### src/rtl/wfa_pkg.sv
package wfa_pkg;

  // Adds two indices and wraps the result into the range 0 .. n-1.
  function automatic int wrap_add(input int a, input int b, input int n);
    int s;
    s = a + b;
    return (s >= n) ? s - n : s;
  endfunction

  // Index of cell (row, col) in a flattened N*N matrix.
  function automatic int cell_idx(input int row, input int col, input int n);
    return row * n + col;
  endfunction

endpackage

### src/rtl/wfa_rotor.sv
module wfa_rotor #(
  parameter int N  = 4,
  parameter int RW = 2
) (
  input  logic          clk,
  input  logic          rst_n,
  output logic [RW-1:0] rot_q,
  output logic          rot_wrap
);
  localparam logic [RW-1:0] LAST = RW'(N - 1);

  assign rot_wrap = (rot_q == LAST);

  always_ff @(posedge clk or negedge rst_n) begin
    if (!rst_n)        rot_q <= '0;
    else if (rot_wrap) rot_q <= '0;
    else               rot_q <= rot_q + RW'(1);
  end
endmodule

### src/rtl/wfa_colrot.sv
module wfa_colrot #(
  parameter int N     = 4,
  parameter int RW    = 2,
  parameter bit UNDO  = 1'b0
) (
  input  logic [N*N-1:0] din,
  input  logic [RW-1:0]  rot,
  output logic [N*N-1:0] dout
);
  import wfa_pkg::*;

  generate
    if (UNDO) begin : g_undo
      // rotated column c goes back to physical column (c + rot) mod N
      always_comb begin
        dout = '0;
        for (int i = 0; i < N; i++) begin
          for (int c = 0; c < N; c++) begin
            dout[cell_idx(i, wrap_add(c, int'(rot), N), N)] = din[cell_idx(i, c, N)];
          end
        end
      end
    end else begin : g_fwd
      // rotated column c reads physical column (c + rot) mod N
      always_comb begin
        for (int i = 0; i < N; i++) begin
          for (int c = 0; c < N; c++) begin
            dout[cell_idx(i, c, N)] = din[cell_idx(i, wrap_add(c, int'(rot), N), N)];
          end
        end
      end
    end
  endgenerate
endmodule

### src/rtl/wfa_wave.sv
module wfa_wave #(
  parameter int N = 4
) (
  input  logic [N*N-1:0] req_rot,
  output logic [N*N-1:0] gnt_rot
);
  import wfa_pkg::*;

  logic [N-1:0] row_free;
  logic [N-1:0] col_free;

  // Step s covers cells (i, (i+s) mod N): one cell per row and per column.
  always_comb begin
    row_free = '1;
    col_free = '1;
    gnt_rot  = '0;
    for (int s = 0; s < N; s++) begin
      for (int i = 0; i < N; i++) begin
        int c;
        c = wrap_add(i, s, N);
        if (req_rot[cell_idx(i, c, N)] && row_free[i] && col_free[c]) begin
          gnt_rot[cell_idx(i, c, N)] = 1'b1;
          row_free[i] = 1'b0;
          col_free[c] = 1'b0;
        end
      end
    end
  end
endmodule

### src/rtl/wfa_sched.sv
module wfa_sched #(
  parameter int N = 4
) (
  input  logic           clk,
  input  logic           rst_n,
  input  logic           req_valid,
  input  logic [N*N-1:0] req_matrix,
  output logic           grant_valid,
  output logic [N*N-1:0] grant_matrix
);
  localparam int NN = N * N;
  localparam int RW = (N > 1) ? $clog2(N) : 1;

  logic [RW-1:0] rot_q;
  logic          rot_wrap;
  logic [NN-1:0] req_rot;
  logic [NN-1:0] gnt_rot;
  logic [NN-1:0] gnt_next;

  wfa_rotor #(.N(N), .RW(RW)) rotor_i (
    .clk(clk), .rst_n(rst_n), .rot_q(rot_q), .rot_wrap(rot_wrap)
  );

  wfa_colrot #(.N(N), .RW(RW), .UNDO(1'b0)) fwd_i (
    .din(req_matrix), .rot(rot_q), .dout(req_rot)
  );

  wfa_wave #(.N(N)) wave_i (
    .req_rot(req_rot), .gnt_rot(gnt_rot)
  );

  wfa_colrot #(.N(N), .RW(RW), .UNDO(1'b1)) back_i (
    .din(gnt_rot), .rot(rot_q), .dout(gnt_next)
  );

  always_ff @(posedge clk or negedge rst_n) begin
    if (!rst_n) begin
      grant_valid  <= 1'b0;
      grant_matrix <= '0;
    end else begin
      grant_valid  <= req_valid;
      grant_matrix <= req_valid ? gnt_next : '0;
    end
  end
endmodule

### config.mk
export PLATFORM = sky130hd
export DESIGN_NAME = wfa_sched
export DESIGN_NICKNAME = d
export VERILOG_FILES = /design/src/rtl/wfa_pkg.sv /design/src/rtl/wfa_rotor.sv /design/src/rtl/wfa_colrot.sv /design/src/rtl/wfa_wave.sv /design/src/rtl/wfa_sched.sv
export SDC_FILE = /design/constraint.sdc
export NUM_CORES = 1
export LEC_CHECK = 0
export ABC_AREA = 1
export BUFFER_PORTS_ARGS = -buffer_cell sky130_fd_sc_hd__buf_4
export CAP_MARGIN = 20
export CORE_ASPECT_RATIO = 1.2
export CORE_MARGIN = 2
export CORE_UTILIZATION = 25
export DETAILED_ROUTE_END_ITERATION = 7
export PLACE_DENSITY = 0.39
export SLEW_MARGIN = 10
export SYNTH_ARGS = -nofsm -noshare
export SYNTH_HDL_FRONTEND = slang
export SYNTH_SLANG_ARGS = --single-unit
### constraint.sdc
create_clock -name clk -period 4 [get_ports clk]
set_clock_uncertainty 0.05 [all_clocks]
set_input_delay 0.6 -clock clk [delete_from_list [all_inputs] [get_ports clk]]
set_output_delay 0.6 -clock clk [all_outputs]
set_load 0.01 [all_outputs]
=== Yosys cells after proc, flatten, opt, wreduce, memory -nomap -nowiden ===
Cells that the tools add are included.

* Register bits after elaboration: 19
* Input port bits: 19
* Output and inout port bits: 17
* Logic and storage cells: 238

* Add/subtract/negate cells: 20
* Magnitude comparators: 36
* Eq/ne operators: 1
* Mux-type cells: 137
* Bitwise gates (word level): 1
* Reduce and logical (&&, ||, !) cells: 40

{| class="wikitable"
|+ Operator list
! cell !! number
|-
| $ge 32x1->1 const B || 16
|-
| $lt 32x6->1 const B || 16
|-
| $add 5x32->32 const A || 8
|-
| $bwmux 16 || 15
|-
| $add 4x32->32 const A || 4
|-
| $mux 32 || 4
|-
| $ge 32x4->1 const B || 3
|-
| $sub 32x4->32 const B || 3
|-
| $mux 1 || 84
|-
| $bmux 1 s4 || 16
|-
| $demux 1 s4 || 16
|-
| $logic_and 1x1->1 || 40
|-
| $and 16x16->16 || 1
|-
| $mux 16 || 1
|-
| $add 2x2->3 const A || 2
|-
| $sub 2x3->4 const B || 1
|-
| $add 1x2->3 const A || 1
|-
| $ge 2x3->1 const B || 1
|-
| $add 2x1->2 const B || 1
|-
| $eq 2x2->1 const B || 1
|-
| $mux 2 || 1
|}

=== Longest topological paths before layout ===
* Depth in word-level cells: 30
* Mapped depth: 23
* Depth with buffers taken out: 21

=== By module ===
Synthesis repeated with hierarchy kept, for this count alone.

* Cell total of the unflattened synthesis: 490
* Area total of the unflattened synthesis: 2792.7 µm²

{| class="wikitable"
|+ Modules (own cells, without submodules)
! module !! times used !! cells each !! area each (µm²) !! sequential area each (µm²)
|-
| wfa_colrot (back_i) || 1 || 251 || 1206.2 || 0.0
|-
| wfa_colrot (fwd_i) || 1 || 128 || 680.7 || 0.0
|-
| wfa_sched || 1 || 51 || 589.3 || 425.4
|-
| wfa_wave || 1 || 56 || 250.2 || 0.0
|-
| wfa_rotor || 1 || 4 || 66.3 || 50.0
|}

=== Worst setup path before layout ===
OpenSTA, ideal clock, no wires.

* Kind: reg2reg
* From: reg rotor_i.rot_q[0]
* To: reg grant_matrix[11]
* Setup time: 73 ps
* Data arrival time: 2646 ps
* Data required time: 3877 ps
* Path slack: 1231 ps
* Cell stages (with the launch flop): 22
* Buffers on the path: 2
* Period minus slack after synthesis: 2769 ps
* Cells stage by stage: dfrtp_1 buf_6 inv_6 buf_8 ha_1 inv_1 nand3_1 nand2_1 nand2_1 nand2_4 inv_2 a21oi_4 nand2_1 nor2_1 nand2_1 nor2_4 inv_4 nand2_1 nand3_1 nand3_1 nand2_1 a21oi_2

* Longest elaborated chain between the ends: 30
* Elaborated cells on any way between the ends: 232
* Classes of those cells: 19 x add/sub; 36 x order compare; 136 x mux; 1 x bitwise; 40 x reduce/logical

{| class="wikitable"
|+ Ends and longest elaborated chain
! element !! line !! RTL
|-
| start, declared || wfa_rotor.sv:7 || <nowiki>output logic [RW-1:0] rot_q,</nowiki>
|-
| start signal, assigned || wfa_rotor.sv:17 || <nowiki>else rot_q <= rot_q + RW'(1);</nowiki>
|-
| $add 1x2->3 || wfa_pkg.sv:6 || <nowiki>s = a + b;</nowiki>
|-
| $sub 32x4->32 / $ge 32x4->1 (equally long branches) || wfa_pkg.sv:7 || <nowiki>return (s >= n) ? s - n : s;</nowiki>
|-
| $mux 32 || wfa_pkg.sv:7 ||
|-
| $add 4x32->32 || wfa_pkg.sv:12 || <nowiki>return row * n + col;</nowiki>
|-
| $bmux 1 s4 || wfa_colrot.sv:28 || <nowiki>dout[cell_idx(i, c, N)] = din[cell_idx(i, wrap_add(c, int'(rot), N), N)];</nowiki>
|-
| $mux 1 (not written as such) (2 in series) || wfa_colrot.sv:28 ||
|-
| $mux 1 || wfa_wave.sv:21 || <nowiki>if (req_rot[cell_idx(i, c, N)] && row_free[i] && col_free[c]) begin</nowiki>
|-
| $logic_and 1x1->1 || wfa_wave.sv:21 ||
|-
| [... 3 more ...] || - ||
|-
| $mux 1 / $logic_and 1x1->1 (equally long branches) || wfa_wave.sv:21 ||
|-
| $logic_and 1x1->1 / $mux 1 (equally long branches) || wfa_wave.sv:21 ||
|-
| $logic_and 1x1->1 || wfa_wave.sv:21 ||
|-
| $mux 1 / $logic_and 1x1->1 (equally long branches) || wfa_wave.sv:21 ||
|-
| $bwmux 16 / $mux 1 (equally long branches) || wfa_colrot.sv:19, wfa_wave.sv:21 ||
|-
| $bwmux 16 (11 in series) || wfa_colrot.sv:19 || <nowiki>dout[cell_idx(i, wrap_add(c, int'(rot), N), N)] = din[cell_idx(i, c, N)];</nowiki>
|-
| $bwmux 16 * || wfa_colrot.sv:19 ||
|-
| $mux 16 * || wfa_sched.sv:42 || <nowiki>grant_matrix <= req_valid ? gnt_next : '0;</nowiki>
|-
| end signal, assigned || wfa_sched.sv:42 ||
|-
| end, declared || wfa_sched.sv:9 || <nowiki>output logic [N*N-1:0] grant_matrix</nowiki>
|}

Mark *: on every way between the ends. The rest lies on a longest branch, timed or not. The select of a mux whose other input is x is not followed.

=== Worst setup path after layout ===
* From: reg rotor_i.rot_q[1]
* To: reg grant_matrix[7]

The elaborated chain is that of the path after synthesis.

==> metrics.csv <==
stage,metric,value,unit
clocking,numClockSinks,19,
routing,ant_nets,0,
logic_synthesis,yosysSeqAreaShare,0.162,
layout,stdcell_count,666,
routing,wl,13100,um
routing,wl_per_cell,19.7,um
flow_run,max-cap-violations,0,
floorplan,rows,43,
worst_setup_path,critPathCaptureType,flip-flop,
logic_synthesis,ys_top_cells_by_count,"121 x nand2_1, 48 x nand3_1, 45 x inv_1, 44 x nor2_1, 33 x o21ai_0",
routing,viasPerCell,5.20,
clocking,cts_tree,done,
floorplan,io_pins,36,
worst_setup_path,rrSetupSlack,0.52,ns
global_routing,grt_max_degree,23,
worst_setup_path,cp_common_cell,nand2_1,
logic_synthesis,avgSynthCellArea,6.14,um2
routing,vias,3461,
routing,drcViolationCount,0,
floorplan,fp.dieH,123,um
power_and_ir_drop,vdd_drop_max,0.123,mV
layout,nFillCells,1348,
power_and_ir_drop,total_power,574,uW
placed_design,dp_hpwl,10400,um
logic_synthesis,postSynth.asyncResetShare,1.00,
worst_setup_path,r2r-end,grant_matrix[7]$_DFF_PN0_,
worst_setup_path,reg2reg_from,rotor_i.rot_q[1]$_DFF_PN0_,
global_routing,grt_antenna_before_repair,0,
global_routing,grt_remaining_overflow,0,
global_routing,grt_usage,0.217,
layout,final_layout_size_suffix_gt1_frac,0.228,
layout,syn2layout_area_growth,16.0,%
clocking,cts.path.max_buffers,2,
clocking,postCtsHoldBufs,0,
logic_synthesis,synth_ff_type,dfrtp_1,
logic_synthesis,yosysWarningCount,0,
sta,tightestPinTransition,0.595,ns
sta,setup_tns,0,ns
worst_setup_path,critPathBufInv,2,
layout,nets,537,
routing,met1_length,5290,um
sta,timing.final.max_slew_violations,0,
logic_synthesis,synth_area_leaders,"dfrtp_1 16%, nand2_1 15%, nand3_1 8.2%",
clocking,post_cts_buffers,0,
sta,timing.hold.ws,0.153,ns
sta,period_minus_slack,3.48,ns
clocking,cts_buffers,3,
worst_setup_path,critPathRequiredTime,4.15,ns
sta,hold_viol,0,
worst_setup_path,critPathTopFamily,simple AND/OR/NAND/NOR gates,
worst_setup_path,arrival,3.63,ns
clocking,insertion_delay,0.27,ns
logic_synthesis,yosysUniqueCellTypes,41,
logic_synthesis,yosys.area.top_type,dfrtp_1,
floorplan,die_w,103,um
routing,firstDrtPassIters,5,
worst_setup_path,slowest_delay,0.58,ns
worst_setup_path,cp-startpoint,rotor_i.rot_q[1]$_DFF_PN0_,
logic_synthesis,synth.top_cell.area_share,0.162,
logic_synthesis,netlist_area,2940,um2
floorplan,initial_utilization,0.256,
logic_synthesis,netlist_instances,479,
floorplan,coreArea,11500,um2
global_routing,grt_pass1_wl,20200,um
worst_setup_path,critPathKind,flip-flop to flip-flop,
worst_setup_path,cp_max_fo,12,
worst_setup_path,reg2reg_depth,16,
sta,fin_crit_sh,0.871,
sta,clock.fmax,287,MHz
placed_design,placedCellCount,662,
placed_design,gp_congestion,0.967,
global_routing,first_global_vias,3438,
worst_setup_path,critical-path-slowest-cell,ha_1,
layout,diodes,0,
logic_synthesis,ys_seq_elements,19,
routing,top_layer,met4,
sta,relSlewSlack,0.604,
layout,stdcell_area,3410,um2
logic_synthesis,syn_nets,506,
sta,rsz0062_at_grt,no,
clocking,path_clk_slew,0.07,ns
placed_design,place_area,3330,um2
worst_setup_path,start_kind,flip-flop,
sta,setup_viol,0,
clocking,root_buffer,clkbuf_16,
logic_synthesis,synth_edf_count,0,
clocking,h-tree-depth,1,
placed_design,port_buffers,35,
routing,drtIter0Drc,305,
routing,dr_wl_met3,716,um
status,status,completed,
routing,met2_length,6220,um
power_and_ir_drop,powerDensity,168,nW/um2
worst_setup_path,cp_cell_sequence,inv_1 > ha_1 > inv_1 > nand3_1 > nand2_1 > nand2_1 > nand2_4 > nand3_1 > nand3_1 > nor2_1 > nand3_2 > o21ai_1 > nand2_1 > o211ai_1 > nand2_1 > a21boi_1,
hold_path,hp-class,primary input to asynchronous set/reset pin,
power_and_ir_drop,p_leak,1.57,nW
clocking,cts_resized,0,
floorplan,dieArea,12700,um2
logic_synthesis,synthMostInstantiatedCell,nand2_1,
worst max path at each step:
stage / to / slack [ns] / cells past startpoint
floorplan: grant_matrix[11]$_DFF_PN0_ / 1.23 / 21
global placement: grant_matrix[11]$_DFF_PN0_ / 0.45 / 17
detailed placement: grant_matrix[11]$_DFF_PN0_ / 0.41 / 17
CTS: grant_matrix[11]$_DFF_PN0_ / 0.38 / 17
global route: grant_matrix[4]$_DFF_PN0_ / 0.19 / 18
finish: grant_matrix[7]$_DFF_PN0_ / 0.52 / 16
state kept, by name, summed over array words and instances (netlist names):
register and flops:
grant_matrix 16, rotor_i.rot_q 2, grant_valid 1
cells by family (layout without fill, tap and decap cells):
group / Yosys count / in the layout / share of synthesized area
buf+inv: 74 / 104 / 0.119
simple gates: 269 / 269 / 0.455
compound gates: 107 / 107 / 0.224
fa+ha+maj: 8 / 8 / 0.0340
flops: 19 / 19 / 0.162
mux: 2 / 2 / 0.00680
cell usage in the layout, fill, tap and decap left out, types with 4 or more instances in the layout:
cell type / Yosys / final
buf_4: 1 / 42
nand2_4: 4 / 4
dfrtp_1: 19 / 19
o22ai_1: 6 / 6
nor2_4: 4 / 4
a31oi_1: 5 / 5
inv_1: 45 / 45
nor2_2: 8 / 8
o211ai_1: 7 / 7
inv_2: 10 / 10
o221ai_1: 4 / 4
nand4_1: 4 / 4
ha_1: 8 / 8
nand3_2: 17 / 17
nor2_1: 44 / 44
nand2_2: 11 / 12
o21ai_1: 7 / 7
a21oi_2: 4 / 4
o21ai_0: 33 / 33
nand3_1: 48 / 48
a21oi_1: 30 / 30
nand2_1: 121 / 120
stage by stage:
stage	setup slack [ns]	utilization
2_1_floorplan	1.23	-
3_3_place_gp	0.449	0.289
3_5_place_dp	0.411	0.289
4_1_cts	0.384	0.296
5_1_grt	0.193	0.296
6_report	0.517	0.296
layer usage:
metal,track usage,up-vias
li1,-,1658
met1,0.264,1576
met2,0.358,170
met3,0.0222,57
met4,0.142,0
met5,0,-
worst reg2reg max path, stage by stage (launching register included):
cell and delay, ns:
dfrtp_1 0.34, inv_1 0.16, ha_1 0.58, inv_1 0.24, nand3_1 0.19, nand2_1 0.14
nand2_1 0.13, nand2_4 0.08, nand3_1 0.33, nand3_1 0.20, nor2_1 0.21, nand3_2 0.12
o21ai_1 0.17, nand2_1 0.07, o211ai_1 0.15, nand2_1 0.11, a21boi_1 0.13
where the power goes:
part           total [mW]  internal [mW]  switching, mW
combinational       0.142         0.0491         0.0930
sequential          0.198          0.197        0.00129
clock               0.233          0.135         0.0978
layout make-up:
cell class	instances	area [um2]	area share
clock inverters	1	5.00	0.00147
repair buffers	42	315	0.0924
multi-input cells	386	2120	0.621
well taps	157	196	0.0576
clock buffers	3	75.1	0.0220
inverters	58	225	0.0660
flip-flops and latches	19	475	0.139
(Power assumes the default switching activity.)
